### src/rtl/gcnt_pkg.sv
package gcnt_pkg;
   // Smallest width for which the lowest-set-bit rule is defined
   localparam int unsigned GCNT_MIN_WIDTH = 2;
endpackage

### src/rtl/gcnt_toggle_sel.sv
module gcnt_toggle_sel #(
   parameter int unsigned WIDTH = 8
) (
   input  logic             clk_i,
   input  logic             clr_i,
   input  logic [WIDTH-1:0] code_i,
   input  logic             parity_i,
   input  logic             step_i,
   output logic [WIDTH-1:0] tgl_o
);
   localparam int unsigned TOP = WIDTH - 1;

   logic [WIDTH-1:0] lower_any;   // some bit below position i is set
   logic [WIDTH-1:0] lowest_hot;  // one-hot marker of the lowest set bit

   generate
      for (genvar i = 0; i < WIDTH; i++) begin : g_scan
         if (i == 0) begin : g_first
            assign lower_any[i] = 1'b0;
         end else begin : g_rest
            assign lower_any[i] = lower_any[i-1] | code_i[i-1];
         end
         assign lowest_hot[i] = code_i[i] & ~lower_any[i];
      end

      for (genvar i = 0; i < WIDTH; i++) begin : g_tgl
         if (i == 0) begin : g_lsb
            assign tgl_o[i] = step_i & ~parity_i;
         end else if (i < TOP) begin : g_mid
            assign tgl_o[i] = step_i & parity_i & lowest_hot[i-1];
         end else begin : g_msb
            assign tgl_o[i] = step_i & parity_i & (lowest_hot[i-1] | lowest_hot[i]);
         end
      end
   endgenerate

   AST_TGL_ONE_HOT: assert property (@(posedge clk_i) disable iff (clr_i)
      step_i |-> ($countones(tgl_o) == 1));

   AST_IDLE_NO_TGL: assert property (@(posedge clk_i) disable iff (clr_i)
      !step_i |-> (tgl_o == '0));
endmodule

### src/rtl/gcnt_tff_bank.sv
module gcnt_tff_bank #(
   parameter int unsigned WIDTH = 8
) (
   input  logic             clk_i,
   input  logic             clr_i,
   input  logic [WIDTH-1:0] tgl_i,
   output logic [WIDTH-1:0] q_o
);
   generate
      for (genvar i = 0; i < WIDTH; i++) begin : g_tff
         always_ff @(posedge clk_i) begin
            if (clr_i) begin
               q_o[i] <= 1'b0;
            end else if (tgl_i[i]) begin
               q_o[i] <= ~q_o[i];
            end
         end
      end
   endgenerate
endmodule

### src/rtl/gcnt_parity_reg.sv
module gcnt_parity_reg (
   input  logic clk_i,
   input  logic clr_i,
   input  logic step_i,
   output logic q_o
);
   always_ff @(posedge clk_i) begin
      if (clr_i) begin
         q_o <= 1'b0;
      end else if (step_i) begin
         q_o <= ~q_o;
      end
   end
endmodule

### src/rtl/gray_toggle_counter.sv
module gray_toggle_counter #(
   parameter int unsigned WIDTH = 8
) (
   input  logic             clk_i,
   input  logic             clr_i,
   input  logic             en_i,
   output logic [WIDTH-1:0] gray_o,
   output logic             parity_o
);
   import gcnt_pkg::*;

   localparam logic [WIDTH-1:0] MSB_ONLY = {1'b1, {(WIDTH-1){1'b0}}};

   generate
      if (WIDTH < GCNT_MIN_WIDTH) begin : g_bad_width
         $error("gray_toggle_counter: WIDTH must be at least 2");
      end
   endgenerate

   logic [WIDTH-1:0] tgl;

   gcnt_toggle_sel #(.WIDTH(WIDTH)) u_sel (
      .clk_i   (clk_i),
      .clr_i   (clr_i),
      .code_i  (gray_o),
      .parity_i(parity_o),
      .step_i  (en_i),
      .tgl_o   (tgl)
   );

   gcnt_tff_bank #(.WIDTH(WIDTH)) u_bank (
      .clk_i(clk_i),
      .clr_i(clr_i),
      .tgl_i(tgl),
      .q_o  (gray_o)
   );

   gcnt_parity_reg u_par (
      .clk_i (clk_i),
      .clr_i (clr_i),
      .step_i(en_i),
      .q_o   (parity_o)
   );

   AST_CLEAR_ZERO: assert property (@(posedge clk_i)
      clr_i |=> (gray_o == '0 && !parity_o));

   AST_IDLE_HOLD: assert property (@(posedge clk_i) disable iff (clr_i)
      !en_i |=> ($stable(gray_o) && $stable(parity_o)));

   AST_SINGLE_FLIP: assert property (@(posedge clk_i) disable iff (clr_i)
      en_i |=> ($countones(gray_o ^ $past(gray_o)) == 1));

   AST_EVEN_LSB: assert property (@(posedge clk_i) disable iff (clr_i)
      (en_i && !parity_o) |=> (gray_o[0] != $past(gray_o[0])));

   AST_WRAP_ZERO: assert property (@(posedge clk_i) disable iff (clr_i)
      (en_i && gray_o == MSB_ONLY) |=> (gray_o == '0));

   AST_PARITY_MATCH: assert property (@(posedge clk_i) disable iff (clr_i)
      parity_o == ^gray_o);
endmodule

### config.mk
export PLATFORM = sky130hd
export DESIGN_NAME = gray_toggle_counter
export DESIGN_NICKNAME = d
export VERILOG_FILES = /design/src/rtl/gcnt_pkg.sv /design/src/rtl/gcnt_toggle_sel.sv /design/src/rtl/gcnt_tff_bank.sv /design/src/rtl/gcnt_parity_reg.sv /design/src/rtl/gray_toggle_counter.sv
export SDC_FILE = /design/constraint.sdc
export NUM_CORES = 1
export LEC_CHECK = 0
export BUFFER_PORTS_ARGS = -buffer_cell sky130_fd_sc_hd__clkbuf_2
export CAP_MARGIN = 30
export CORE_MARGIN = 2
export CORE_UTILIZATION = 30
export CTS_CLUSTER_DIAMETER = 40
export DETAILED_ROUTE_END_ITERATION = 8
export PLACE_DENSITY = 0.63
export SETUP_SLACK_MARGIN = 0.02
export SLEW_MARGIN = 20
export SYNTH_ARGS = -nofsm -noshare
export SYNTH_HDL_FRONTEND = slang
export SYNTH_SLANG_ARGS = --single-unit
### constraint.sdc
create_clock -name clk_i -period 4 [get_ports clk_i]
set_input_delay 0.6 -clock clk_i [delete_from_list [all_inputs] [get_ports clk_i]]
set_output_delay 0.6 -clock clk_i [all_outputs]
set_load 0.005 [all_outputs]
### Word level (Yosys, flattened, before mapping)

Cells that the tools add are included.

| word-level totals | value |
|---|---|
| input port bits | 3 |
| register bits after elaboration | 9 |

| operators by class | value |
|---|---|
| bitwise gates (word level) | 38 |

Operators by type and width:

| operator | count |
|---|---|
| $and A1 B1 Y1 | 16 |
| $not A1 Y1 | 15 |
| $or A1 B1 Y1 | 7 |

### Logic depth before layout (Yosys ltp)

Gate-level depths: netlist of the first run.

| logic depth | value |
|---|---|
| depth in word-level cells | 10 |
| depth in mapped cells | 3 |
| depth with buffers taken out | 3 |

### By module

Synthesis of the first run repeated with hierarchy kept, for this count alone.

| unflattened totals | value |
|---|---|
| cells, all modules | 43 |
| area total of the unflattened synthesis | 421.7 um^2 |

By module, submodules not included:

| module | cells an instance | sequential area each (um^2) | area an instance (um^2) | instances |
|---|---|---|---|---|
| gcnt_tff_bank | 25 | 160.2 | 271.5 | 1 |
| gcnt_toggle_sel | 15 | 0.0 | 117.6 | 1 |
| gcnt_parity_reg | 3 | 20.0 | 32.5 | 1 |

### Worst setup path after synthesis of the first run

No wires, ideal clock.

| path | value |
|---|---|
| kind | input -> register |
| start point | in en_i |
| end point | reg u_bank.q_o[5] |
| stages on the path | 3 |
| arrival | 1.495 ns |
| slack | 2.385 ns |
| buffers on the path | 0 |
| path through | nand4bb_1 -> nor4b_1 -> mux2_2 |

| on the way | value |
|---|---|
| longest elaborated chain between the ends | 2 |

RTL lines:

| element | RTL line | source |
|---|---|---|
| from (decl) | gray_toggle_counter.sv:6 | `input logic en_i,` |
| $and A1 B1 Y1 (2 in a row) | gcnt_toggle_sel.sv:30 | `assign tgl_o[i] = step_i & parity_i & lowest_hot[i-1];` |
| to (signal, indexed assignment) | gcnt_tff_bank.sv:15 | `q_o[i] <= ~q_o[i];` |
| to (decl) | gcnt_tff_bank.sv:7 | `output logic [WIDTH-1:0] q_o` |

No other way between the ends.
A chain may end at the register's enable or synchronous reset.

### Worst setup path after layout of the first run

Ends and elaborated chain as after synthesis.

==> impl_metrics.yaml, run 1 <==
clock_network:
  clk_pin_slew_ns: 0.06
  post-cts-setup-buffers: 0
  ctsHoldBuffers: 0
  cts_tree: "yes"
  cts-root-buf: "clkbuf_4"
  clk_latency_ns: 0.26
  cts_inserted_buffers: 3
  htree_levels: 1
  clock_path_buffers: 2
  cts_resized: 0
  cts.sinks: 9
drt:
  routedWlPerCell_um: 10.7
  drt_iter0_drc: 0
  num_vias: 348
  antenna_left: 0
  wl_um: 763
  post-route-drc-count: 0
  via_per_inst: 4.90
  drtPass1Iterations: 1
setup_path:
  cp.arrival_ns: 1.79
  path_max_fanout: 9
  crit_path_start_kind: "input pin"
  crit_path_end_kind: "flop"
  reg2reg_depth: 3
  critPathKind: "in2reg"
  required_ns: 4.16
synth:
  async_reset_ff_frac: 0
  synth_edf_count: 0
  synth_compound_area_frac: 0.102
  synth_top_family_by_area: "simple AND/OR/NAND/NOR gates"
  yosys.area_share.simple: 0.300
  synth_top_area_frac: 0.460
  syn-num-nets: 45
  ys.warnings.count: 0
  yosysUniqueCellTypes: 18
  synthTopCellsByArea: "dfxtp_1 46%, xnor2_1 6.7%, a21oi_1 5.1%"
  synth_xor_area_frac: 0.0895
  synth_cells: 42
  synth_seq_area_share: 0.460
  syn_area_um2: 392
  synth_most_common_cell: "dfxtp_1"
  synth_top_area_cell: "dfxtp_1"
  synthMuxAreaShare: 0.0288
  ys_top_cells_by_count: "9 x dfxtp_1, 5 x nor2_1, 4 x a21oi_1, 4 x o21ai_0"
  synth.avg_cell_area_um2: 9.32
  synthAdderAreaFrac: 0
  synthFlopType: "dfxtp_1"
  ys_seq_elements: 9
sta:
  relSlewSlack: 0.801
  period_share: 0.409
  tightest_slew_ns: 0.295
  hold_viol_final: 0
  period_needed_ns: 1.64
  hold_slack_ns: 0.490
  slew_violations: 0
  fmax_mhz: 611
  finClkSkew_ns: 0.00569
  grt_setup_unrepaired: "false"
  setup_viol: 0
  tns_ns: 0
grt:
  track_usage: 0.117
  grt_max_degree: 11
  grt_pass1_wl_um: 1150
  grt_pass1_vias: 268
  grt-ovfl-total: 0
  antenna_found_initial: 0
die:
  core_region_area_um2: 1250
  rows: 13
  die_h_um: 40.1
  die_area_um2: 1610
  dieWidth_um: 40.1
  start_util: 0.313
  io_pins: 12
placed_design:
  portBuffers: 11
  routabilityCongestion: 0.656
  dpl-instance-area_um2: 462
hold_path:
  worstHoldPathCells: 2
  min_path_type: "reg2reg"
power:
  ir_drop_v: 0.000189
  p_leak_nw: 0.193
  p_per_area_nw_per_um2: 369
layout:
  antenna_cells: 0
  postLayoutCoreUtil: 0.391
  drive_above_1_share: 0.286
  fillers: 122
  fin_area_um2: 489
  seqCellArea_um2: 180
  multi_input_area_um2: 204
  final_nets: 60
  syn2layout_area_growth_pct: 24.9
run_status:
  status: "finished clean"
job:
  cap_viol_max_count: 0
[stage by stage]
stage / setup slack, ns / total power, mW / cells
detailed placement: 2.12 / 0.113 / 67
floorplan: 2.38 / 0.107 / 42
finish: 2.36 / 0.181 / 71
global placement: 2.16 / 0.113 / 67
CTS: 2.38 / 0.185 / 71
global route: 2.30 / 0.192 / 71
[report_power, final]
| group | leakage, nW | internal (mW) | switching [mW] |
|---|---|---|---|
| registers | 0.0730 | 0.0925 | 0.00420 |
| logic | 0.102 | 0.00731 | 0.00691 |
| clock network | 0.0177 | 0.0369 | 0.0329 |
[sequential cells by signal, summed over array words and instances (netlist names)]
signal and count:
u_par.q_o 1, u_bank.q_o 8
[layout make-up]
type                    count  area share
repair buffers             11       0.113
clock buffers               3      0.0460
clock inverters             1      0.0102
flip-flops and latches      9       0.368
inverters                   1     0.00767
well taps                  15      0.0384
multi-input cells          31       0.417
[final timing paths]
kind                       from             to  slack (ns)
setup / recovery           en_i  u_bank.q_o[5]        2.36
hold / removal    u_bank.q_o[7]  u_bank.q_o[7]        0.49
setup reg to reg      u_par.q_o  u_bank.q_o[5]        2.37
hold reg to reg   u_bank.q_o[7]  u_bank.q_o[7]        0.49
[cells by family (layout without fill, tap and decap cells)]
logic type             Yosys count  in the layout
multiplexers                     1              1
buffers and inverters            2             16
flip-flops                       9              9
AND/OR/NAND/NOR                 18             18
AO/OA/AOI/OAI                    8              8
XOR/XNOR                         4              4
[cells in the final DEF, fill, tap and decap left out]
cell type and count:
clkbuf_2 11, dfxtp_1 9, nor2_1 5, o21ai_0 4
a21oi_1 4, xnor2_1 3, or3_1 3, clkbuf_4 3
or4b_1 2, nor2b_1 2, nand4bb_1 1, nand2b_1 1
inv_1 1, nand4b_1 1, nand3_1 1, xor2_1 1
or4_1 1, nor4b_1 1, mux2_2 1, clkinv_2 1
[worst max-delay path, cell delays in order]
cell and delay (ns):
clkbuf_2 0.13, nand4bb_1 0.28, nor4b_1 0.40, mux2_2 0.37
[per-layer routing]
layer  global-route usage  vias up  part of all wire
li1                     -      180                 -
met1                0.131      155              0.47
met2                0.165       13              0.45
met3                0.100        0             0.077
met4               0.0259        0                 0
met5                    0        -                 0
(Power assumes the default switching activity.)
==> run 2: changes to the inputs <==
--- a/config.mk
+++ b/config.mk
@@ -5,13 +5,14 @@
 export SDC_FILE = /design/constraint.sdc
 export NUM_CORES = 1
 export LEC_CHECK = 0
+export ABC_AREA = 1
 export BUFFER_PORTS_ARGS = -buffer_cell sky130_fd_sc_hd__clkbuf_2
 export CAP_MARGIN = 30
 export CORE_MARGIN = 2
 export CORE_UTILIZATION = 30
 export CTS_CLUSTER_DIAMETER = 40
 export DETAILED_ROUTE_END_ITERATION = 8
-export PLACE_DENSITY = 0.63
+export PLACE_DENSITY = 0.65
 export SETUP_SLACK_MARGIN = 0.02
 export SLEW_MARGIN = 20
 export SYNTH_ARGS = -nofsm -noshare
==> constraint.sdc (replaced) <==
create_clock -name clk_i -period 1.5 [get_ports clk_i]
set_input_delay 0.225 -clock clk_i [delete_from_list [all_inputs] [get_ports clk_i]]
set_output_delay 0.225 -clock clk_i [all_outputs]
set_load 0.005 [all_outputs]
==> impl_metrics.yaml, run 2 <==
run_status:
  status: "finished clean"
clock_network:
  post-cts-setup-buffers: 0
  cts.sinks: 9
  cts_tree: "yes"
  cts_inserted_buffers: 3
  clk_pin_slew_ns: 0.06
  cts-root-buf: "clkbuf_4"
  htree_levels: 1
  cts_resized: 0
  clock_path_buffers: 2
  ctsHoldBuffers: 0
  clk_latency_ns: 0.27
drt:
  post-route-drc-count: 0
  num_vias: 392
  wl_um: 739
  routedWlPerCell_um: 8.49
  antenna_left: 0
  via_per_inst: 4.51
  drtPass1Iterations: 4
  drt_iter0_drc: 1
synth:
  synth_seq_area_share: 0.435
  synthAdderAreaFrac: 0
  yosys.area_share.simple: 0.344
  async_reset_ff_frac: 0
  synth_cells: 57
  synth.avg_cell_area_um2: 7.27
  synthTopCellsByArea: "dfxtp_1 44%, nor2_1 12%, inv_1 6.3%"
  ys_top_cells_by_count: "13 x nor2_1, 9 x dfxtp_1, 7 x inv_1"
  synth_top_family_by_area: "simple AND/OR/NAND/NOR gates"
  synth_xor_area_frac: 0.0211
  syn_area_um2: 414
  synth_most_common_cell: "nor2_1"
  synth_top_area_frac: 0.435
  synth_top_area_cell: "dfxtp_1"
  ys.warnings.count: 0
  ys_seq_elements: 9
  synth_edf_count: 0
  synth_compound_area_frac: 0.127
  synthFlopType: "dfxtp_1"
  yosysUniqueCellTypes: 15
  synthMuxAreaShare: 0
  syn-num-nets: 60
sta:
  relSlewSlack: 0.843
  period_needed_ns: 1.10
  hold_viol_final: 0
  tns_ns: 0
  hold_slack_ns: 0.162
  slew_violations: 0
  period_share: 0.732
  finClkSkew_ns: 0.00300
  setup_viol: 0
  fmax_mhz: 911
  grt_setup_unrepaired: "false"
  tightest_slew_ns: 0.235
  finalWorstSetupSlack_ns: 0.402
grt:
  antenna_found_initial: 0
  grt-ovfl-total: 0
  track_usage: 0.116
  grt_pass1_vias: 298
  grt_max_degree: 7
  grt_pass1_wl_um: 1210
die:
  start_util: 0.318
  core_region_area_um2: 1300
  dieWidth_um: 41.2
  die_h_um: 41.2
  die_area_um2: 1690
  io_pins: 12
  rows: 13
setup_path:
  crit_path_start_kind: "flop"
  critical-path-top-delay-family: "flip-flops"
  cp_num_buf_inv: 1
  path_max_fanout: 5
  path_cells: "clkbuf_2"
  slowest_delay_ns: 0.45
  critPathKind: "reg2out"
  cpMaxStageDelayCell: "dfxtp_1"
  crit_path_end_kind: "primary output"
  required_ns: 1.27
  cp.arrival_ns: 0.87
layout:
  final_common_cell: "nor2_1"
  top_register: "u_bank.q_o"
  final_cell_mix: "13 x nor2_1, 11 x clkbuf_2, 9 x dfxtp_1"
  drive_above_1_share: 0.250
  reg_top3: "u_bank.q_o: 8 flops, u_par.q_o: 1 flops"
  antenna_cells: 0
  syn2layout_area_growth_pct: 24.2
  final_nets: 76
  fillers: 151
  fin_area_um2: 514
  postLayoutCoreUtil: 0.395
  largest_reg_flops: 8
power:
  p_leak_nw: 0.218
  p_per_area_nw_per_um2: 967
  ir_drop_v: 0.000361
hold_path:
  min_path_type: "in2reg"
placed_design:
  pre_cts_slack_ns: 0.457
  dpl-instance-area_um2: 488
  hpwl_um: 582
  portBuffers: 11
  routabilityCongestion: 0.768
job:
  cap_viol_max_count: 0
run 2: where the power goes:
| group | internal [mW] | switching, mW |
|---|---|---|
| Clock | 0.103 | 0.0879 |
| Combinational | 0.0222 | 0.0291 |
| Sequential | 0.246 | 0.00980 |
| Total | 0.371 | 0.127 |
run 2: path summary, 6_finish.rpt:
path | from | depth (start not counted) | slack [ns] | endpoint
worst max register to register | u_par.q_o | 5 | 0.44 | u_bank.q_o[5]
worst min register to register | u_bank.q_o[2] | 1 | 0.50 | u_bank.q_o[2]
worst max-delay path | u_bank.q_o[0] | 1 | 0.40 | gray_o[0]
worst min-delay path | clr_i | 2 | 0.16 | u_bank.q_o[0]
run 2: cell families after synthesis:
| family | Yosys count |
|---|---|
| flops | 9 |
| buf+inv | 8 |
| xor+xnor | 1 |
| compound gates | 10 |
| simple gates | 29 |
run 2: layer usage:
metal | global-route usage | up-vias | wire, um
met2 | 0.156 | 8 | 313
met1 | 0.140 | 168 | 355
li1 | - | 214 | -
met3 | 0.0652 | 2 | 54
met5 | 0 | - | 0
met4 | 0.0726 | 0 | 15
run 2: final cells by class:
class                      count  area (um2)  area share
multi-input combinational     40         204       0.397
clock buffer                   4        26.3      0.0511
tap                           15        18.8      0.0365
timing repair buffer          11        55.1       0.107
inverter                       8        30.0      0.0584
sequential                     9         180       0.350
run 2: metrics by stage:
step           power, mW  std cells
3_5_place_dp       0.313         83
4_1_cts            0.505         87
2_1_floorplan      0.296         57
5_1_grt            0.524         87
6_report           0.497         87
3_3_place_gp       0.312         83
